### src/rtl/dadc_pkg.sv
package dadc_pkg;
    typedef enum logic [1:0] {
        ST_IDLE,
        ST_SETUP,
        ST_SHIFT,
        ST_GAP
    } dadc_state_e;
endpackage

### src/rtl/dadc_down_counter.sv
module dadc_down_counter #(
    parameter int W = 4
) (
    input  logic         clk_i,
    input  logic         rst_ni,
    input  logic         load_i,
    input  logic [W-1:0] load_val_i,
    output logic         zero_o
);
    logic [W-1:0] cnt_d, cnt_q;

    always_comb begin
        cnt_d = cnt_q;
        if (load_i)
            cnt_d = load_val_i;
        else if (cnt_q != '0)
            cnt_d = cnt_q - 1'b1;
    end

    always_ff @(posedge clk_i or negedge rst_ni) begin
        if (!rst_ni) cnt_q <= '0;
        else         cnt_q <= cnt_d;
    end

    assign zero_o = (cnt_q == '0);

    // an expired guard stays expired until reloaded
    AST_CNT_NO_WRAP: assert property (@(posedge clk_i) disable iff (!rst_ni)
        (zero_o && !load_i) |=> zero_o);
endmodule

### src/rtl/dadc_shift_lane.sv
module dadc_shift_lane #(
    parameter int W = 12
) (
    input  logic         clk_i,
    input  logic         rst_ni,
    input  logic         shift_i,
    input  logic         din_i,
    output logic [W-1:0] word_o
);
    logic [W-1:0] word_d, word_q;

    always_comb begin
        word_d = word_q;
        if (shift_i)
            word_d = {word_q[W-2:0], din_i};
    end

    always_ff @(posedge clk_i or negedge rst_ni) begin
        if (!rst_ni) word_q <= '0;
        else         word_q <= word_d;
    end

    assign word_o = word_q;
endmodule

### src/rtl/dual_adc_capture.sv
module dual_adc_capture
    import dadc_pkg::*;
#(
    parameter int CLK_MHZ      = 50,
    parameter int HALF_CYC     = 2,
    parameter int SETUP_CYC    = 2,
    parameter int CSH_CYC      = 2,
    parameter int QUIET_CYC    = 2,
    parameter int FRAME_BITS   = 14,
    parameter int RES_BITS     = 12,
    parameter bit HOLD_PENDING = 1'b1
) (
    input  logic                clk_i,
    input  logic                rst_ni,
    input  logic                start_i,
    input  logic                free_run_i,
    input  logic                miso_a_i,
    input  logic                miso_b_i,
    output logic                cs_n_o,
    output logic                sclk_o,
    output logic [RES_BITS-1:0] data_a_o,
    output logic [RES_BITS-1:0] data_b_o,
    output logic                data_valid_o,
    output logic                busy_o
);
    localparam int GAP_CYC = (CSH_CYC > QUIET_CYC) ? CSH_CYC : QUIET_CYC;
    localparam int TMAX    = (SETUP_CYC > GAP_CYC) ? SETUP_CYC : GAP_CYC;
    localparam int CW      = $clog2(TMAX + 1);
    localparam int PW      = $clog2(HALF_CYC + 1);
    localparam int BW      = $clog2(FRAME_BITS + 1);
    localparam int LANES   = 2;

    // elaboration guards: SCLK within 1..32 MHz, every guard at least 30 ns
    if (CLK_MHZ > 64 * HALF_CYC || CLK_MHZ < 2 * HALF_CYC)
        $error("serial clock outside 1..32 MHz");
    if (SETUP_CYC * 1000 < 30 * CLK_MHZ || SETUP_CYC < 1)
        $error("setup time too short");
    if (CSH_CYC * 1000 < 30 * CLK_MHZ || QUIET_CYC * 1000 < 30 * CLK_MHZ || GAP_CYC < 1)
        $error("chip-select high or quiet time too short");
    if (RES_BITS < 2 || RES_BITS > FRAME_BITS)
        $error("result width must fit in the frame");

    typedef struct packed {
        dadc_state_e         st;
        logic                cs_n;
        logic                sclk;
        logic [BW-1:0]       bits;
        logic                pend;
        logic                busy;
        logic                valid;
        logic [RES_BITS-1:0] out_a;
        logic [RES_BITS-1:0] out_b;
    } regs_t;

    regs_t r_d, r_q;

    logic          tmr_load, tmr_zero;
    logic [CW-1:0] tmr_val;
    logic          ph_load, ph_zero;
    logic          shift_en;
    logic [LANES-1:0]               lane_din;
    logic [LANES-1:0][RES_BITS-1:0] lane_word;

    assign lane_din = {miso_b_i, miso_a_i};

    dadc_down_counter #(.W(CW)) i_guard_tmr (
        .clk_i      (clk_i),
        .rst_ni     (rst_ni),
        .load_i     (tmr_load),
        .load_val_i (tmr_val),
        .zero_o     (tmr_zero)
    );

    dadc_down_counter #(.W(PW)) i_phase_tmr (
        .clk_i      (clk_i),
        .rst_ni     (rst_ni),
        .load_i     (ph_load),
        .load_val_i (PW'(HALF_CYC - 1)),
        .zero_o     (ph_zero)
    );

    for (genvar g = 0; g < LANES; g++) begin : g_lane
        dadc_shift_lane #(.W(RES_BITS)) i_lane (
            .clk_i   (clk_i),
            .rst_ni  (rst_ni),
            .shift_i (shift_en),
            .din_i   (lane_din[g]),
            .word_o  (lane_word[g])
        );
    end

    always_comb begin
        r_d      = r_q;
        r_d.valid = 1'b0;
        tmr_load = 1'b0;
        tmr_val  = '0;
        ph_load  = 1'b0;
        shift_en = 1'b0;

        if (HOLD_PENDING && start_i && r_q.st != ST_IDLE)
            r_d.pend = 1'b1;

        unique case (r_q.st)
            ST_IDLE: begin
                if (start_i || free_run_i || r_q.pend) begin
                    r_d.st   = ST_SETUP;
                    r_d.cs_n = 1'b0;
                    r_d.busy = 1'b1;
                    r_d.pend = 1'b0;
                    r_d.bits = '0;
                    tmr_load = 1'b1;
                    tmr_val  = CW'(SETUP_CYC - 1);
                end
            end
            ST_SETUP: begin
                if (tmr_zero) begin
                    r_d.st   = ST_SHIFT;
                    r_d.sclk = 1'b0;
                    ph_load  = 1'b1;
                end
            end
            ST_SHIFT: begin
                if (ph_zero) begin
                    if (!r_q.sclk) begin
                        r_d.sclk = 1'b1;
                        r_d.bits = r_q.bits + 1'b1;
                        shift_en = 1'b1;
                        ph_load  = 1'b1;
                    end else if (r_q.bits == BW'(FRAME_BITS)) begin
                        r_d.st    = ST_GAP;
                        r_d.cs_n  = 1'b1;
                        r_d.valid = 1'b1;
                        r_d.out_a = lane_word[0];
                        r_d.out_b = lane_word[1];
                        tmr_load  = 1'b1;
                        tmr_val   = CW'(GAP_CYC - 1);
                    end else begin
                        r_d.sclk = 1'b0;
                        ph_load  = 1'b1;
                    end
                end
            end
            ST_GAP: begin
                if (tmr_zero) begin
                    r_d.st   = ST_IDLE;
                    r_d.busy = 1'b0;
                end
            end
            default: r_d.st = ST_IDLE;
        endcase
    end

    always_ff @(posedge clk_i or negedge rst_ni) begin
        if (!rst_ni) begin
            r_q       <= '0;
            r_q.st    <= ST_IDLE;
            r_q.cs_n  <= 1'b1;
            r_q.sclk  <= 1'b1;
        end else begin
            r_q <= r_d;
        end
    end

    assign cs_n_o       = r_q.cs_n;
    assign sclk_o       = r_q.sclk;
    assign data_a_o     = r_q.out_a;
    assign data_b_o     = r_q.out_b;
    assign data_valid_o = r_q.valid;
    assign busy_o       = r_q.busy;

    // run length of chip-select high, saturating, for the gap check
    localparam int HW = $clog2(GAP_CYC + 2);
    logic [HW-1:0] hi_run_q;
    always_ff @(posedge clk_i or negedge rst_ni) begin
        if (!rst_ni)                       hi_run_q <= HW'(GAP_CYC + 1);
        else if (!r_q.cs_n)                hi_run_q <= '0;
        else if (hi_run_q != HW'(GAP_CYC + 1)) hi_run_q <= hi_run_q + 1'b1;
    end

    AST_CS_GAP_MIN: assert property (@(posedge clk_i) disable iff (!rst_ni)
        $fell(cs_n_o) |-> (hi_run_q >= HW'(GAP_CYC)));
    AST_SETUP_SCLK_HIGH: assert property (@(posedge clk_i) disable iff (!rst_ni)
        $fell(cs_n_o) |-> sclk_o);
    AST_SCLK_IDLE_HIGH: assert property (@(posedge clk_i) disable iff (!rst_ni)
        cs_n_o |-> sclk_o);
    AST_BIT_BOUND: assert property (@(posedge clk_i) disable iff (!rst_ni)
        r_q.bits <= BW'(FRAME_BITS));
    AST_VALID_AT_CS_RISE: assert property (@(posedge clk_i) disable iff (!rst_ni)
        data_valid_o |-> $rose(cs_n_o));
    AST_VALID_ONE_CYCLE: assert property (@(posedge clk_i) disable iff (!rst_ni)
        data_valid_o |=> !data_valid_o);
    AST_WORDS_HOLD: assert property (@(posedge clk_i) disable iff (!rst_ni)
        !data_valid_o |-> ($stable(data_a_o) && $stable(data_b_o)));
    AST_BUSY_WITH_CS: assert property (@(posedge clk_i) disable iff (!rst_ni)
        !cs_n_o |-> busy_o);
endmodule

### config.mk
export PLATFORM = sky130hd
export DESIGN_NAME = dual_adc_capture
export DESIGN_NICKNAME = d
export VERILOG_FILES = /design/src/rtl/dadc_pkg.sv /design/src/rtl/dadc_down_counter.sv /design/src/rtl/dadc_shift_lane.sv /design/src/rtl/dual_adc_capture.sv
export SDC_FILE = /design/constraint.sdc
export NUM_CORES = 1
export LEC_CHECK = 0
export BUFFER_PORTS_ARGS = -buffer_cell sky130_fd_sc_hd__buf_2
export CAP_MARGIN = 10
export CORE_MARGIN = 1.5
export CORE_UTILIZATION = 50
export DETAILED_ROUTE_END_ITERATION = 8
export GPL_TIMING_DRIVEN = 0
export PLACE_DENSITY = 0.73
export SYNTH_ARGS = -nofsm -noshare
export SYNTH_HDL_FRONTEND = slang
export SYNTH_SLANG_ARGS = --single-unit
### constraint.sdc
create_clock -name clk_i -period 1.8 [get_ports clk_i]
set_clock_uncertainty 0.05 [all_clocks]
set_input_delay 0.09 -clock clk_i [delete_from_list [all_inputs] [get_ports clk_i]]
set_output_delay 0.09 -clock clk_i [all_outputs]
set_load 0.01 [all_outputs]
## Word-level counts from Yosys, hierarchy flattened

Index checks and enable logic that the tools add are counted.

- Add/subtract/negate cells: 3
- Multiplexer cells: 43
- Equal/unequal tests: 11
- Reduce and logical (&&, ||, !) cells: 20

Operators by type and width:

| kind | count |
|---|---|
| 25-bit 2-to-1 mux | 4 |
| 1-bit 2-to-1 mux | 19 |
| 2-bit nonzero test | 8 |
| 2-bit 2-to-1 mux | 6 |
| 1-bit case mux with 2 select lines | 5 |
| 3-bit 2-to-1 mux | 3 |
| 8-bit 2-to-1 mux | 1 |
| 2-bit != test, second input constant | 4 |
| 2-bit case mux with 4 select lines | 1 |
| 4-bit case mux with 2 select lines | 1 |
| 4-bit AND reduction | 2 |
| 2-bit logical NOT | 3 |
| 6-bit 2-to-1 mux | 1 |
| 2-bit by 1-bit != test with 1-bit output, second input constant | 3 |
| 3-bit AND reduction | 2 |
| 6-bit AND reduction | 1 |
| 5-bit AND reduction | 1 |
| 4-bit by 1-bit adder with 4-bit output, second input constant | 1 |
| 2-bit == test, second input constant | 2 |
| 4-bit == test, second input constant | 1 |
| 4-bit 2-to-1 mux | 1 |
| 2-bit case mux with 2 select lines | 1 |
| 2-bit by 1-bit subtractor with 2-bit output, second input constant | 2 |
| 2-bit by 1-bit == test with 1-bit output, second input constant | 1 |
| other kinds (2) | 3 |

- Output and inout port bits: 28
- Input bits: 6
- Flip-flop bits (word level): 63
- Logic and storage cells: 90

## Longest topological paths before layout

- Depth after elaboration: 6
- Gate-level depth with buffers: 8
- Mapped depth without buffers: 6

## Hierarchy

From an unflattened synthesis, not the netlist that was laid out.

- Cell total of the unflattened synthesis: 228
- Area total of the unflattened synthesis: 2996.6 µm²

By module, submodules not included:

| module | instances | area an instance (µm²) | seq. area each (µm²) | cells each |
|---|---|---|---|---|
| dual_adc_capture | 1 | 1800.5 | 878.3 | 154 |
| dadc_shift_lane | 2 | 484.2 | 300.3 | 25 |
| dadc_down_counter | 2 | 113.9 | 50.0 | 12 |

## Least setup slack after synthesis

Ideal clock, no wire load.

- Path type: flip-flop to flip-flop
- Start point: reg r_q[33] in the netlist's numbering
- End point: reg r_q[29] in the netlist's numbering
- Setup time: 0.066 ns
- Data arrival time: 1.763 ns
- Period minus slack after synthesis: 1.879 ns
- Cell stages (with the launch flop): 8
- Required time: 1.684 ns
- Slack: -0.079 ns
- Buffers on the path: 1
- Cells stage by stage: dfrtp_1 > inv_1 > ha_1 > buf_4 > and2_4 > a2111o_1 > or4b_1 > nand2_1

- Word-level cells in the longest chain between the ends: 3
- Elaborated cells on any way between the ends: 8
- Those cells by class: eq/ne: 4; mux: 1; reduce/logical: 3

RTL lines:

| item | line | text |
|---|---|---|
| start, declared | dual_adc_capture.sv:55 | `regs_t r_d, r_q;` |
| start signal, assigned | dual_adc_capture.sv:160 | `r_q <= r_d;` |
| 2-bit == test / 2-bit logical NOT (equally long branches) | dual_adc_capture.sv:103 | `unique case (r_q.st)` |
| 2-bit != test (no source line), or another cell as far along | -- |  |
| 4-bit AND reduction (no source line) | -- |  |

Parallel ways exist; a longest one is shown, timed or not.
A chain may end at the register's enable or synchronous reset.

## Worst setup path after layout

Ends and elaborated chain as after synthesis.

==> qor.csv <==
stage,metric,value,unit
worst_setup_path,data required time at the worst endpoint,2010,ps
synth,"Seq/Total Area, Yosys",56.0,%
worst_setup_path,Crit. End Element,register,
synth,Synthesis Warnings,0,
timing,Final Max Tran Viols,0,
pwr,"IR drop worst, VDD",1.22,mV
detailed_routing,DRT iter0 DRCs,126,
synth,asr flop ratio synth,100,%
outcome,failing checks,setup timing,
worst_setup_path,Reg2Reg Setup Slack,-150,ps
grt,antenna violations before repair,0,
placement,cell count after placement,324,
worst_setup_path,CP max FO,6,
job,max cap viols,0,
floorplanning,Chip Width,78.1,um
worst_hold_path,Worst Hold Class,input pin to register,
pwr,Clock power frac,28.1,%
timing,slew margin rel.,60.4,%
synth,Seq cells post-synth,63,
worst_setup_path,element type at the critical path start,register,
pwr,pwr/cell area,1540,nW/um^2
timing,Fin. Hold Viols,0,
timing,f_max,0.514,GHz
floorplanning,Die Span Y,78.1,um
grt,GRT Util Overall,16.6,%
synth,main flop type after synthesis,dfrtp_1,
floorplanning,Std-Cell Rows,27,
timing,period utilization,108,%
detailed_routing,Routed Wire Length,4.45,mm
floorplanning,die footprint,6090,sq um
pwr,Logic pwr share,32.4,%
clock_tree,CTS tree,done,
detailed_routing,post-route ant nets,0,
clock_tree,Clock transition at path regs,70,ps
pwr,switching share of total power,29.4,%
placement,post-DP HPWL,2.93,mm
outcome,status,finished with violations,
timing,RSZ-0062 raised after global routing,yes,
worst_setup_path,CP max stage delay,490,ps
final_layout,Ant. Diodes,0,
worst_setup_path,Critical Path Slowest Stage Cell,or4b_1,
clock_tree,worst skew pair latency,320,ps
floorplanning,I/O pin cnt,34,
detailed_routing,Avg WL per Cell,12.6,um
synth,syn avg cell area,12.9,sq um
floorplanning,core footprint,5470,sq um
worst_setup_path,Setup CP Type,register to register,
detailed_routing,via count of the routed design,1744,
worst_setup_path,WP data arrival,2160,ps
synth,Mapped Cells,218,
final_layout,most frequent cells in the layout,"dfrtp_1, mux2_2, buf_4",
floorplanning,Starting Density,51.5,%
clock_tree,Max Root-Sink Buffers,2,
worst_hold_path,WHS Path Cells,4,
detailed_routing,DR pass1 iterations,4,
clock_tree,clock sinks,63,
grt,largest net degree at the start of global routing,40,
pwr,Psw,1.59,mW
synth,Synth Cell Area,2820,sq um
pwr,Sequential Power Share,39.5,%
clock_tree,Num CTS Buffers,9,
final_layout,fin nets,291,
clock_tree,clk root buf,clkbuf_8,
final_layout,share of cells above drive strength 1,53.9,%
detailed_routing,Via density,4.93,
worst_setup_path,CP Cell Sequence,inv_2 -> ha_4 -> buf_6 -> and2_4 -> a2111o_1 -> or4b_1 -> nand2_1,
detailed_routing,DRC errors left,0,
clock_tree,H-tree depth,3,
synth,number of flops mapped to enable cells by yosys,0,
final_layout,fin util,64.3,%
timing,Slew @ Worst Pin,595,ps
worst_setup_path,worst r2r path cells,7,
synth,Syn Nets,232,
pwr,Pleak,1.77,nW
grt,GR Overflow Total,0,
placement,final RePlAce weighted congestion,0.755,
grt,vias in the first global route,1708,
timing,Final Setup Violations,2,
grt,first-pass GRT wire length,7.65,mm
placement,Setup WS pre-CTS,-222,ps
timing,Fin Setup TNS,-230,ps
final_layout,"most common cell after layout, fill and taps aside",dfrtp_1,
placement,Port Buffer Count,33,
pwr,Internal Pwr Total,3.82,mW
synth,Netlist cell types,34,
timing,fin worst setup slack,-146,ps
final_layout,Area Growth Syn to Fin,24.9,%
timing,Tmin final,1950,ps
final_layout,Final Non-Filler Cells,354,
==> sequential cells by signal (all words and copies together) (netlist names), 2 cells and up <==
register	cells
i_phase_tmr.cnt_q	2
r_q	7
data_b_o	12
i_guard_tmr.cnt_q	2
g_lane.i_lane.word_o	24
data_a_o	12
==> cell families (layout without fill, tap and decap cells) <==
logic type | Yosys count | count (layout) | share of synthesized area (%)
simple gates | 32 | 32 | 5.64
compound gates | 23 | 23 | 5.37
buf+inv | 41 | 105 | 9.15
fa+ha+maj | 8 | 8 | 3.55
flops | 63 | 63 | 56.0
mux | 50 | 50 | 19.9
xor+xnor | 1 | 1 | 0.311
==> through the flow <==
step / cell area, sq um / hold WS [ps] / power (mW)
6_report: 3520 / 66.1 / 5.41
3_5_place_dp: 3110 / 80.0 / 3.66
4_1_cts: 3460 / 56.2 / 5.36
3_3_place_gp: 3090 / 283 / 3.58
2_1_floorplan: 2830 / -256 / 3.28
5_1_grt: 3520 / 79.4 / 5.79
==> cells in the mapped netlist, types with 4 or more instances <==
master   number  area [sq um]
dfrtp_1      61          1530
mux2_2       49           552
buf_4        26           195
nand2_1      11          41.3
inv_1         9          33.8
ha_1          8           100
nor2_1        6          22.5
a31oi_1       5          31.3
buf_2         5          25.0
a21oi_1       4          20.0
nand3_1       4          20.0
o21ai_0       4          20.0
==> worst max-delay path, delay by kind of cell, from the launching register on <==
family | cells | cell delay [ps]
AO/OA/AOI/OAI | 1 | 400
adder cells (fa/ha/maj) | 1 | 160
buffers and inverters | 2 | 190
flip-flops | 1 | 380
AND/OR/NAND/NOR | 3 | 700
==> final cells by class <==
cell class                      instances  area, sq um
Tap cell                               72         90.1
Fill cell                             450         1950
Sequential cell                        63         1580
Multi-Input combinational cell        114         1000
Clock buffer                           11          151
Buffer                                 32          251
Timing Repair Buffer                   48          304
Inverter                                9         33.8
Clock inverter                          5          104
==> power by group through the flow <==
stage	Sequential (mW)	Combinational, mW	Clock, mW
2_1_floorplan	2.08	1.21	0
6_report	2.14	1.76	1.52
3_3_place_gp	2.13	1.45	0
4_1_cts	2.13	1.66	1.57
5_1_grt	2.19	1.97	1.63
3_5_place_dp	2.15	1.51	0
==> path summary, 6_finish.rpt <==
path	start	end
worst min register to register	g_lane[1].i_lane.word_o[11]	g_lane[1].i_lane.word_o[11]
worst max register to register	r_q[33]	r_q[29]
worst max-delay path	r_q[33]	r_q[29]
min in group asynchronous	rst_ni	data_a_o[5]
worst min-delay path	free_run_i	cs_n_o
max in group asynchronous	rst_ni	sclk_o
==> repair_timing <==
item	in CTS	in global routing
hold endpoints to repair	26	0
buffers inserted	7	3
hold buffers	4	0
pin swaps	4	2
endpoints found under the setup margin	41	48
gates resized for setup	4	12
==> layer usage <==
layer / up-vias / part of all wire [%] / track usage (%)
met5: - / 0 / 0
met4: 0 / 2.1 / 8.75
met3: 8 / 3.3 / 5.35
met2: 28 / 48 / 26.6
met1: 864 / 46 / 19.9
li1: 844 / - / -
Power figures use the tool's default switching activity.
